[src/rtl/tone_pkg.sv]
package tone_pkg;
  // register address width and fixed sample width shared by all submodules
  localparam int ADDR_W   = 3;
  localparam int SAMPLE_W = 8;

  localparam int STEP_ADDR = 0;
  localparam int CTRL_ADDR = 1;
  localparam int CFG_BASE  = 2;
  localparam int CODE_BASE = 4;

  typedef enum logic [1:0] {
    INV_NONE = 2'd0,
    INV_ALL  = 2'd1,
    INV_MSB  = 2'd2,
    INV_LOW  = 2'd3
  } inv_mode_e;

  // packed so that bit positions match the configuration write word
  typedef struct packed {
    logic                tone_en;
    inv_mode_e           inv;
    logic [1:0]          scale;
    logic [SAMPLE_W-1:0] offset;
  } chan_cfg_t;

  localparam int CFG_W = $bits(chan_cfg_t);
endpackage

[src/rtl/tone_regs.sv]
module tone_regs
  import tone_pkg::*;
#(
  parameter int PHASE_W = 16,
  parameter int DIV_W   = 3,
  parameter int NUM_CH  = 2,
  parameter int DATA_W  = 16
) (
  input  logic                clk,
  input  logic                rst,
  input  logic                wr_en,
  input  logic [ADDR_W-1:0]   wr_addr,
  input  logic [DATA_W-1:0]   wr_data,
  output logic [PHASE_W-1:0]  step_q,
  output logic [DIV_W-1:0]    div_q,
  output logic                run_q,
  output chan_cfg_t           cfg_q  [NUM_CH],
  output logic [SAMPLE_W-1:0] code_q [NUM_CH]
);
  localparam logic [ADDR_W-1:0] STEP_A = ADDR_W'(STEP_ADDR);
  localparam logic [ADDR_W-1:0] CTRL_A = ADDR_W'(CTRL_ADDR);

  // global step, divider and run bit; a zero step is refused
  always_ff @(posedge clk) begin
    if (rst) begin
      step_q <= PHASE_W'(1);
      div_q  <= '0;
      run_q  <= 1'b0;
    end else if (wr_en) begin
      if (wr_addr == STEP_A && wr_data[PHASE_W-1:0] != '0)
        step_q <= wr_data[PHASE_W-1:0];
      if (wr_addr == CTRL_A) begin
        div_q <= wr_data[DIV_W-1:0];
        run_q <= wr_data[DIV_W];
      end
    end
  end

  for (genvar c = 0; c < NUM_CH; c++) begin : g_ch
    localparam logic [ADDR_W-1:0] CFG_A  = ADDR_W'(CFG_BASE + c);
    localparam logic [ADDR_W-1:0] CODE_A = ADDR_W'(CODE_BASE + c);
    chan_cfg_t wr_cfg;

    // turning the tone on selects the MSB-only inversion
    always_comb begin
      wr_cfg = chan_cfg_t'(wr_data[CFG_W-1:0]);
      if (wr_cfg.tone_en && !cfg_q[c].tone_en)
        wr_cfg.inv = INV_MSB;
    end

    always_ff @(posedge clk) begin
      if (rst) begin
        cfg_q[c]  <= '0;
        code_q[c] <= '0;
      end else if (wr_en) begin
        if (wr_addr == CFG_A)  cfg_q[c]  <= wr_cfg;
        if (wr_addr == CODE_A) code_q[c] <= wr_data[SAMPLE_W-1:0];
      end
    end
  end
endmodule

[src/rtl/tone_phase.sv]
module tone_phase #(
  parameter int PHASE_W = 16,
  parameter int DIV_W   = 3
) (
  input  logic               clk,
  input  logic               rst,
  input  logic               run,
  input  logic [DIV_W-1:0]   div,
  input  logic [PHASE_W-1:0] step,
  output logic               tick,
  output logic [PHASE_W-1:0] phase_q
);
  logic [DIV_W-1:0] cnt_q;

  assign tick = run && (cnt_q == div);

  // prescaler: counts 0..div, restarts when stopped
  always_ff @(posedge clk) begin
    if (rst || !run)      cnt_q <= '0;
    else if (cnt_q == div) cnt_q <= '0;
    else                   cnt_q <= cnt_q + 1'b1;
  end

  // accumulator wraps modulo 2**PHASE_W
  always_ff @(posedge clk) begin
    if (rst || !run) phase_q <= '0;
    else if (tick)   phase_q <= phase_q + step;
  end
endmodule

[src/rtl/tone_cos_rom.sv]
module tone_cos_rom #(
  parameter int AW = 8,
  parameter int DW = 8
) (
  input  logic [AW-1:0] addr,
  output logic [DW-1:0] data
);
  localparam int  DEPTH = 1 << AW;
  localparam real AMP   = $itor((1 << (DW - 1)) - 1);
  localparam real TWO_PI = 6.283185307179586;

  logic [DW-1:0] rom [DEPTH];

  function automatic logic [DW-1:0] cos_entry(input int idx);
    real v;
    int  r;
    v = AMP * $cos(TWO_PI * $itor(idx) / $itor(DEPTH));
    r = (v >= 0.0) ? $rtoi(v + 0.5) : -$rtoi(0.5 - v);
    return DW'(r);
  endfunction

  // contents are computed once; the array maps onto a ROM resource
  initial begin
    for (int i = 0; i < DEPTH; i++) rom[i] = cos_entry(i);
  end

  assign data = rom[addr];
endmodule

[src/rtl/tone_chan_post.sv]
module tone_chan_post
  import tone_pkg::*;
(
  input  logic [SAMPLE_W-1:0] sample,
  input  chan_cfg_t           cfg,
  output logic [SAMPLE_W-1:0] code
);
  localparam logic [SAMPLE_W-1:0] MSB_MASK = {1'b1, {(SAMPLE_W-1){1'b0}}};
  localparam logic [SAMPLE_W-1:0] LOW_MASK = {1'b0, {(SAMPLE_W-1){1'b1}}};

  logic signed [SAMPLE_W-1:0] shifted;
  logic        [SAMPLE_W-1:0] biased;

  always_comb begin
    shifted = $signed(sample) >>> cfg.scale;
    biased  = $unsigned(shifted) + cfg.offset;
    unique case (cfg.inv)
      INV_NONE: code = biased;
      INV_ALL:  code = ~biased;
      INV_MSB:  code = biased ^ MSB_MASK;
      INV_LOW:  code = biased ^ LOW_MASK;
      default:  code = biased;
    endcase
  end
endmodule

[src/rtl/dual_tone_dds.sv]
module dual_tone_dds
  import tone_pkg::*;
#(
  parameter int PHASE_W = 16,
  parameter int DIV_W   = 3,
  parameter int DATA_W  = 16
) (
  input  logic                clk,
  input  logic                rst,
  input  logic                wr_en,
  input  logic [ADDR_W-1:0]   wr_addr,
  input  logic [DATA_W-1:0]   wr_data,
  output logic [SAMPLE_W-1:0] dac0_code,
  output logic [SAMPLE_W-1:0] dac1_code
);
  localparam int NUM_CH = 2;
  localparam int LUT_AW = SAMPLE_W;

  logic [PHASE_W-1:0]  step_q;
  logic [DIV_W-1:0]    div_q;
  logic                run_q;
  chan_cfg_t           cfg_q  [NUM_CH];
  logic [SAMPLE_W-1:0] code_q [NUM_CH];
  logic                tick;
  logic [PHASE_W-1:0]  phase_q;
  logic [SAMPLE_W-1:0] lut_data;
  logic [SAMPLE_W-1:0] proc   [NUM_CH];
  logic [SAMPLE_W-1:0] out_q  [NUM_CH];

  // flat views for the bound checker
  logic       en_ch0, en_ch1;
  logic [1:0] inv_ch0, inv_ch1;
  assign en_ch0  = cfg_q[0].tone_en;
  assign en_ch1  = cfg_q[1].tone_en;
  assign inv_ch0 = cfg_q[0].inv;
  assign inv_ch1 = cfg_q[1].inv;

  tone_regs #(
    .PHASE_W(PHASE_W), .DIV_W(DIV_W), .NUM_CH(NUM_CH), .DATA_W(DATA_W)
  ) u_regs (
    .clk(clk), .rst(rst), .wr_en(wr_en), .wr_addr(wr_addr), .wr_data(wr_data),
    .step_q(step_q), .div_q(div_q), .run_q(run_q), .cfg_q(cfg_q), .code_q(code_q)
  );

  tone_phase #(.PHASE_W(PHASE_W), .DIV_W(DIV_W)) u_phase (
    .clk(clk), .rst(rst), .run(run_q), .div(div_q), .step(step_q),
    .tick(tick), .phase_q(phase_q)
  );

  tone_cos_rom #(.AW(LUT_AW), .DW(SAMPLE_W)) u_rom (
    .addr(phase_q[PHASE_W-1 -: LUT_AW]),
    .data(lut_data)
  );

  for (genvar c = 0; c < NUM_CH; c++) begin : g_out
    logic active;
    assign active = run_q && cfg_q[c].tone_en;

    tone_chan_post u_post (
      .sample(lut_data), .cfg(cfg_q[c]), .code(proc[c])
    );

    always_ff @(posedge clk) begin
      if (rst)          out_q[c] <= '0;
      else if (!active) out_q[c] <= code_q[c];
      else if (tick)    out_q[c] <= proc[c];
    end
  end

  assign dac0_code = out_q[0];
  assign dac1_code = out_q[1];
endmodule

[config.mk]
export PLATFORM = sky130hd
export DESIGN_NAME = dual_tone_dds
export DESIGN_NICKNAME = d
export VERILOG_FILES = /design/src/rtl/tone_pkg.sv /design/src/rtl/tone_regs.sv /design/src/rtl/tone_phase.sv /design/src/rtl/tone_cos_rom.sv /design/src/rtl/tone_chan_post.sv /design/src/rtl/dual_tone_dds.sv
export SDC_FILE = /design/constraint.sdc
export NUM_CORES = 1
export LEC_CHECK = 0
export CAP_MARGIN = 20
export CORE_ASPECT_RATIO = 1.4
export CORE_MARGIN = 5
export CORE_UTILIZATION = 25
export DETAILED_ROUTE_END_ITERATION = 6
export SKIP_LAST_GASP = 1
export SYNTH_ARGS = -nofsm -noshare
export SYNTH_HDL_FRONTEND = slang
export SYNTH_HIERARCHICAL = 1
export SYNTH_SLANG_ARGS = --single-unit
[constraint.sdc]
create_clock -name clk -period 5.2 [get_ports clk]
set_input_delay 0.78 -clock clk [delete_from_list [all_inputs] [get_ports clk]]
set_output_delay 0.78 -clock clk [all_outputs]
set_load 0.05 [all_outputs]
[Word level (Yosys, flattened, before mapping)]
Memory sizes are Yosys's and may differ from the RTL's. A register that Yosys moved wholly into a read port is not among the register bits.
Cells that the tools add are included.
Cells by class
  shift operators: 2
  muxes and demuxes: 25
  $add $sub $neg: 4
  bitwise operators: 10
  equality and inequality tests: 12
  reductions and logical operators: 21
Operators by type and width (count)
  $pmux 8 s4: 2
  $mux 8: 6
  $add 16x16->16: 1
  $add 8x8->8: 2
  $not 8->8: 2
  $reduce_bool 16->1: 1
  $sshr 8x2->8: 2
  $mux 1: 15
  $not 7->7: 2
  $reduce_and 2->1: 6
  $eq 2x2->1 const B: 4
  $eq 3x2->1 const B: 2
  $eq 3x3->1 const B: 2
  $logic_and 1x1->1: 6
  $eq 2x1->1 const B: 2
  $logic_not 2->1: 2
  $mux 2: 2
  $or 1x1->1: 4
  $add 3x1->3 const B: 1
  $eq 3x1->1 const B: 1
  $eq 3x3->1: 1
  $logic_not 1->1: 3
  $logic_not 3->1: 1
  $not 1->1: 2
  other kinds (2): 2
Word-level totals
  memories: 2
  register bits after elaboration: 81
  bits of input ports: 22
  bits in writable memories: 16
  output and inout bits: 16
  word-level logic and storage cells: 91
  bits in read-only memories: 2048
Memory list
  u_rom.rom: depth 256, bits a word 8, read ports 1, clocked after Yosys merged registers in 1, write ports 0, RTL line tone_cos_rom.sv:12  | logic [DW-1:0] rom [DEPTH];
  out_q: depth 2, bits a word 8, read ports 2, clocked after Yosys merged registers in 0, write ports 2, RTL line dual_tone_dds.sv:28  | logic [SAMPLE_W-1:0] out_q [NUM_CH];

[Depth between registers and ports, before layout]
  word-level depth: 7
  mapped depth: 18

[Cells and area by module]
Netlist, hierarchy kept.
Modules (own cells, without submodules)
  tone_regs: times used 1, cells each 282, area an instance 2433.6 µm², sequential area each 1241.2 µm²
  tone_cos_rom: times used 1, cells each 320, area an instance 2093.3 µm², sequential area each 0.0 µm²
  tone_phase: times used 1, cells each 161, area an instance 1403.8 µm², sequential area each 380.4 µm²
  tone_chan_post: times used 2, cells each 53, area an instance 516.7 µm², sequential area each 0.0 µm²
  dual_tone_dds: times used 1, cells each 79, area an instance 978.4 µm², sequential area each 480.5 µm²

[Worst setup path after synthesis]
OpenSTA, ideal clock, no wires.
  path type: register to register
  from: register, netlist name u_phase/phase_q[9]
  to: memory out_q[1][6], data pin
  setup time: 0.141 ns
  arrival: 4.324 ns
  period minus slack after synthesis: 4.464 ns
  data required time: 5.059 ns
  setup slack: 0.736 ns
  cell stages (with the launch flop): 19
  path buffers: 2
  cell sequence: dfxtp_1 -> buf_2 -> inv_1 -> ha_1 -> buf_2 -> mux2i_1 -> xnor2_1 -> a211oi_1 -> o31ai_1 -> o221ai_1 -> mux4_2 -> ha_1 -> fa_1 -> a21o_1 -> a311o_1 -> a21oi_2 -> xnor2_1 -> nand4_1 -> a21oi_2
RTL lines (RTL line)
  end, declared: dual_tone_dds.sv:28

==> results.yml <==
cts:
  postCtsHoldBufs: 0
  numCtsBuffers: 9
  numClockSinks: 97
  clockBufferDepth: 2
  clock_latency_ps: 350
  cts-resized-gates: 0
  postCtsSetupBuffers: 0
  cts_tree: "built"
  clk_pin_slew_ps: 80
  clock-root-buffer: "clkbuf_16"
  htreeDepth: 3
setup_path:
  crit_buf_inv: 2
  critPathRequiredTime_ps: 5410
  startpoint_type: "flip-flop"
  r2r.worst_path.cells: 16
  crit_path_max_incr_delay_ps: 560
  reg2reg_slack_ps: 530
  r2r_end: "out_q[0][6]"
  cp_slowest_cell: "ha_1"
  cp-end-kind: "flip-flop"
  crit_family: "compound AO/OA/AOI/OAI gates"
  cp.arrival_ps: 4880
  crit_chain: "inv_1 -> ha_1 -> inv_1 -> a211o_1 -> o2111ai_1 -> a311oi_1 -> o2111ai_1 -> mux4_2 -> ha_1 -> fa_1 -> a21o_1 -> a311o_1 -> a21oi_2 -> xnor2_1 -> nand4_1 -> a21oi_2"
  path_max_fanout: 13
  rr_startpoint: "u_phase/phase_q[8]"
  path_class: "flip-flop to flip-flop"
route:
  routed_wl_um: 23700
  wire_per_inst_um: 17.7
  vias: 7192
  antenna_left: 0
  drt-pass1-iter-count: 5
  initialDrtViolationCount: 616
  viasPerCell: 5.38
  drc_errors: 0
global_routing:
  grt_pass1_wl_um: 37400
  grt_pass1_vias: 6811
  grt_util_all_layers: 0.129
  antenna_found_initial: 0
  grt-ovfl-total: 0
  grt_max_degree: 54
final_layout:
  fillers: 3281
  final_cell_mix: "120 x nand2_1, 102 x a21oi_1, 80 x dfxtp_1"
  drive_above_1_share: 0.101
  finish.utilization: 0.280
  final_cell_area_um2: 8820
  multi_input_area_um2: 5320
  nets: 1005
  final_common_cell: "nand2_1"
  synthToLayoutAreaGrowth_pct: 11.1
  final_cells: 1338
  num_antenna_cells: 0
  seq_area_um2: 2100
pwr:
  powerDensity_nw_per_um2: 189
  ir_drop_uv: 157
  leakage_nw: 3.06
floorplan:
  rows: 77
  fp.coreArea_um2: 31500
  dieArea_um2: 35500
  die_height_um: 221
  start_util: 0.252
  pin_count: 38
  die_width_um: 161
place:
  routabilityCongestion: 0.954
  dpl.hpwl_um: 17200
  place_area_um2: 8510
  dp.cells: 1322
  portBuffers: 37
synth:
  synth_seq_cells: 97
  synth_area_um2: 7940
  syn-num-nets: 1015
  synth_edf_count: 16
  ys_warn_count: 6
  synth-main-ff-cell: "dfxtp_1"
  avgSynthCellArea_um2: 8.38
  syn_inst: 948
  synth.distinct_cells: 90
  seq_area_frac_synth: 0.265
  async_flop_share: 0
sta:
  drv_slew: 0
  tightest_slew_ps: 1030
  tns_ps: 0
  fmax_mhz: 214
  finalSetupViolCount: 0
  relSlewSlack: 0.315
  min_period_ps: 4670
  rsz0062_at_grt: "false"
  period_share: 0.899
  hold_viol: 0
  holdWs_ps: 454
  finClkSkew_ps: 12.5
worst_hold_path:
  hp-class: "flip-flop to flip-flop"
  holdCritStartpoint: "u_regs/code_q[9]"
  whs_endpoint: "u_regs/code_q[9]"
  hold-path-cell-count: 2
run:
  max-cap-violations: 0
outcome:
  outcome: "finished clean"
kinds of logic after synthesis:
| kind of cell | share of synthesized area |
|---|---|
| buf+inv | 0.0662 |
| fa+ha+maj | 0.0737 |
| simple gates | 0.217 |
| xor+xnor | 0.0507 |
| mux | 0.0893 |
| compound gates | 0.238 |
| flops | 0.265 |
per-stage QoR:
stage          worst slack (ps)  power, W
3_5_place_dp                626  0.000959
4_1_cts                     598   0.00168
3_3_place_gp                629  0.000958
6_report                    526   0.00167
2_1_floorplan               736  0.000908
5_1_grt                     201   0.00173
Yosys cell counts (6+ instances only):
cell type  count  area, um2
a211oi_1       7       52.6
xor2_1        16        140
mux2i_1       36        360
buf_2         29        145
mux2_2         9        101
a21oi_1      102        510
edfxtp_1      16        480
xnor2_1       30        263
a311oi_1      10       87.6
and2_1         8       50.1
mux4_2        11        248
clkbuf_1      27        101
a21oi_2        8       70.1
o21a_1         6       45.0
nand2_1      120        450
nor2_1        53        199
inv_1         10       37.5
o21ai_0       29        145
nand3_1       19       95.1
nand2b_1      53        332
nor2b_1       14       87.6
a31oi_1       10       62.6
buf_6         11        124
ha_1          42        526
o211ai_1       9       67.6
nor3_1        11       55.1
nand4_1       22        138
o2111ai_1      7       61.3
buf_4          7       52.6
dfxtp_1       81       1620
a21bo_1       13        130
final cells by class:
type                       count  area share
timing repair buffer          58      0.0621
multi-input combinational    760       0.602
inverter                      12     0.00511
clock buffer                   9      0.0255
clock inverter                 7      0.0104
sequential                    97       0.238
tap                          395      0.0560
tightest hold or removal path: cells and delay by family, from the launching register on:
family          cells  cell delay (ps)
flops               1              310
simple gates        1               50
compound gates      1               50
state kept, by name (all words and copies together) (netlist names):
name	count
u_regs/cfg_q	26
out_q	16
u_phase/phase_q	16
u_regs/code_q	16
u_regs/step_q	16
u_phase/cnt_q	3
u_regs/div_q	3
u_regs/run_q	1
layer usage:
layer,track usage,up-vias,wire length (um)
met1,0.152,3416,9480
met5,0,-,0
met3,0.0151,81,939
met2,0.228,260,12000
met4,0.0669,0,1270
li1,-,3435,-
how the worst max path moves through the flow:
stage / cells past startpoint / startpoint / end / slack [ps]
floorplan: 18 / u_phase/phase_q[9] / out_q[1][6] / 740
global placement: 16 / u_phase/phase_q[8] / out_q[1][6] / 630
detailed placement: 16 / u_phase/phase_q[8] / out_q[0][6] / 630
CTS: 14 / u_phase/phase_q[10] / out_q[1][5] / 600
global route: 16 / u_phase/phase_q[8] / out_q[0][6] / 200
finish: 16 / u_phase/phase_q[8] / out_q[0][6] / 530
where the power goes:
part / internal, W / switching (W) / total [W]
Clock: 0.000389 / 0.000337 / 0.000726
Sequential: 0.000772 / 0.0000107 / 0.000782
Combinational: 0.0000678 / 0.0000925 / 0.000160
Note: power is estimated with default switching activity, not from simulation.
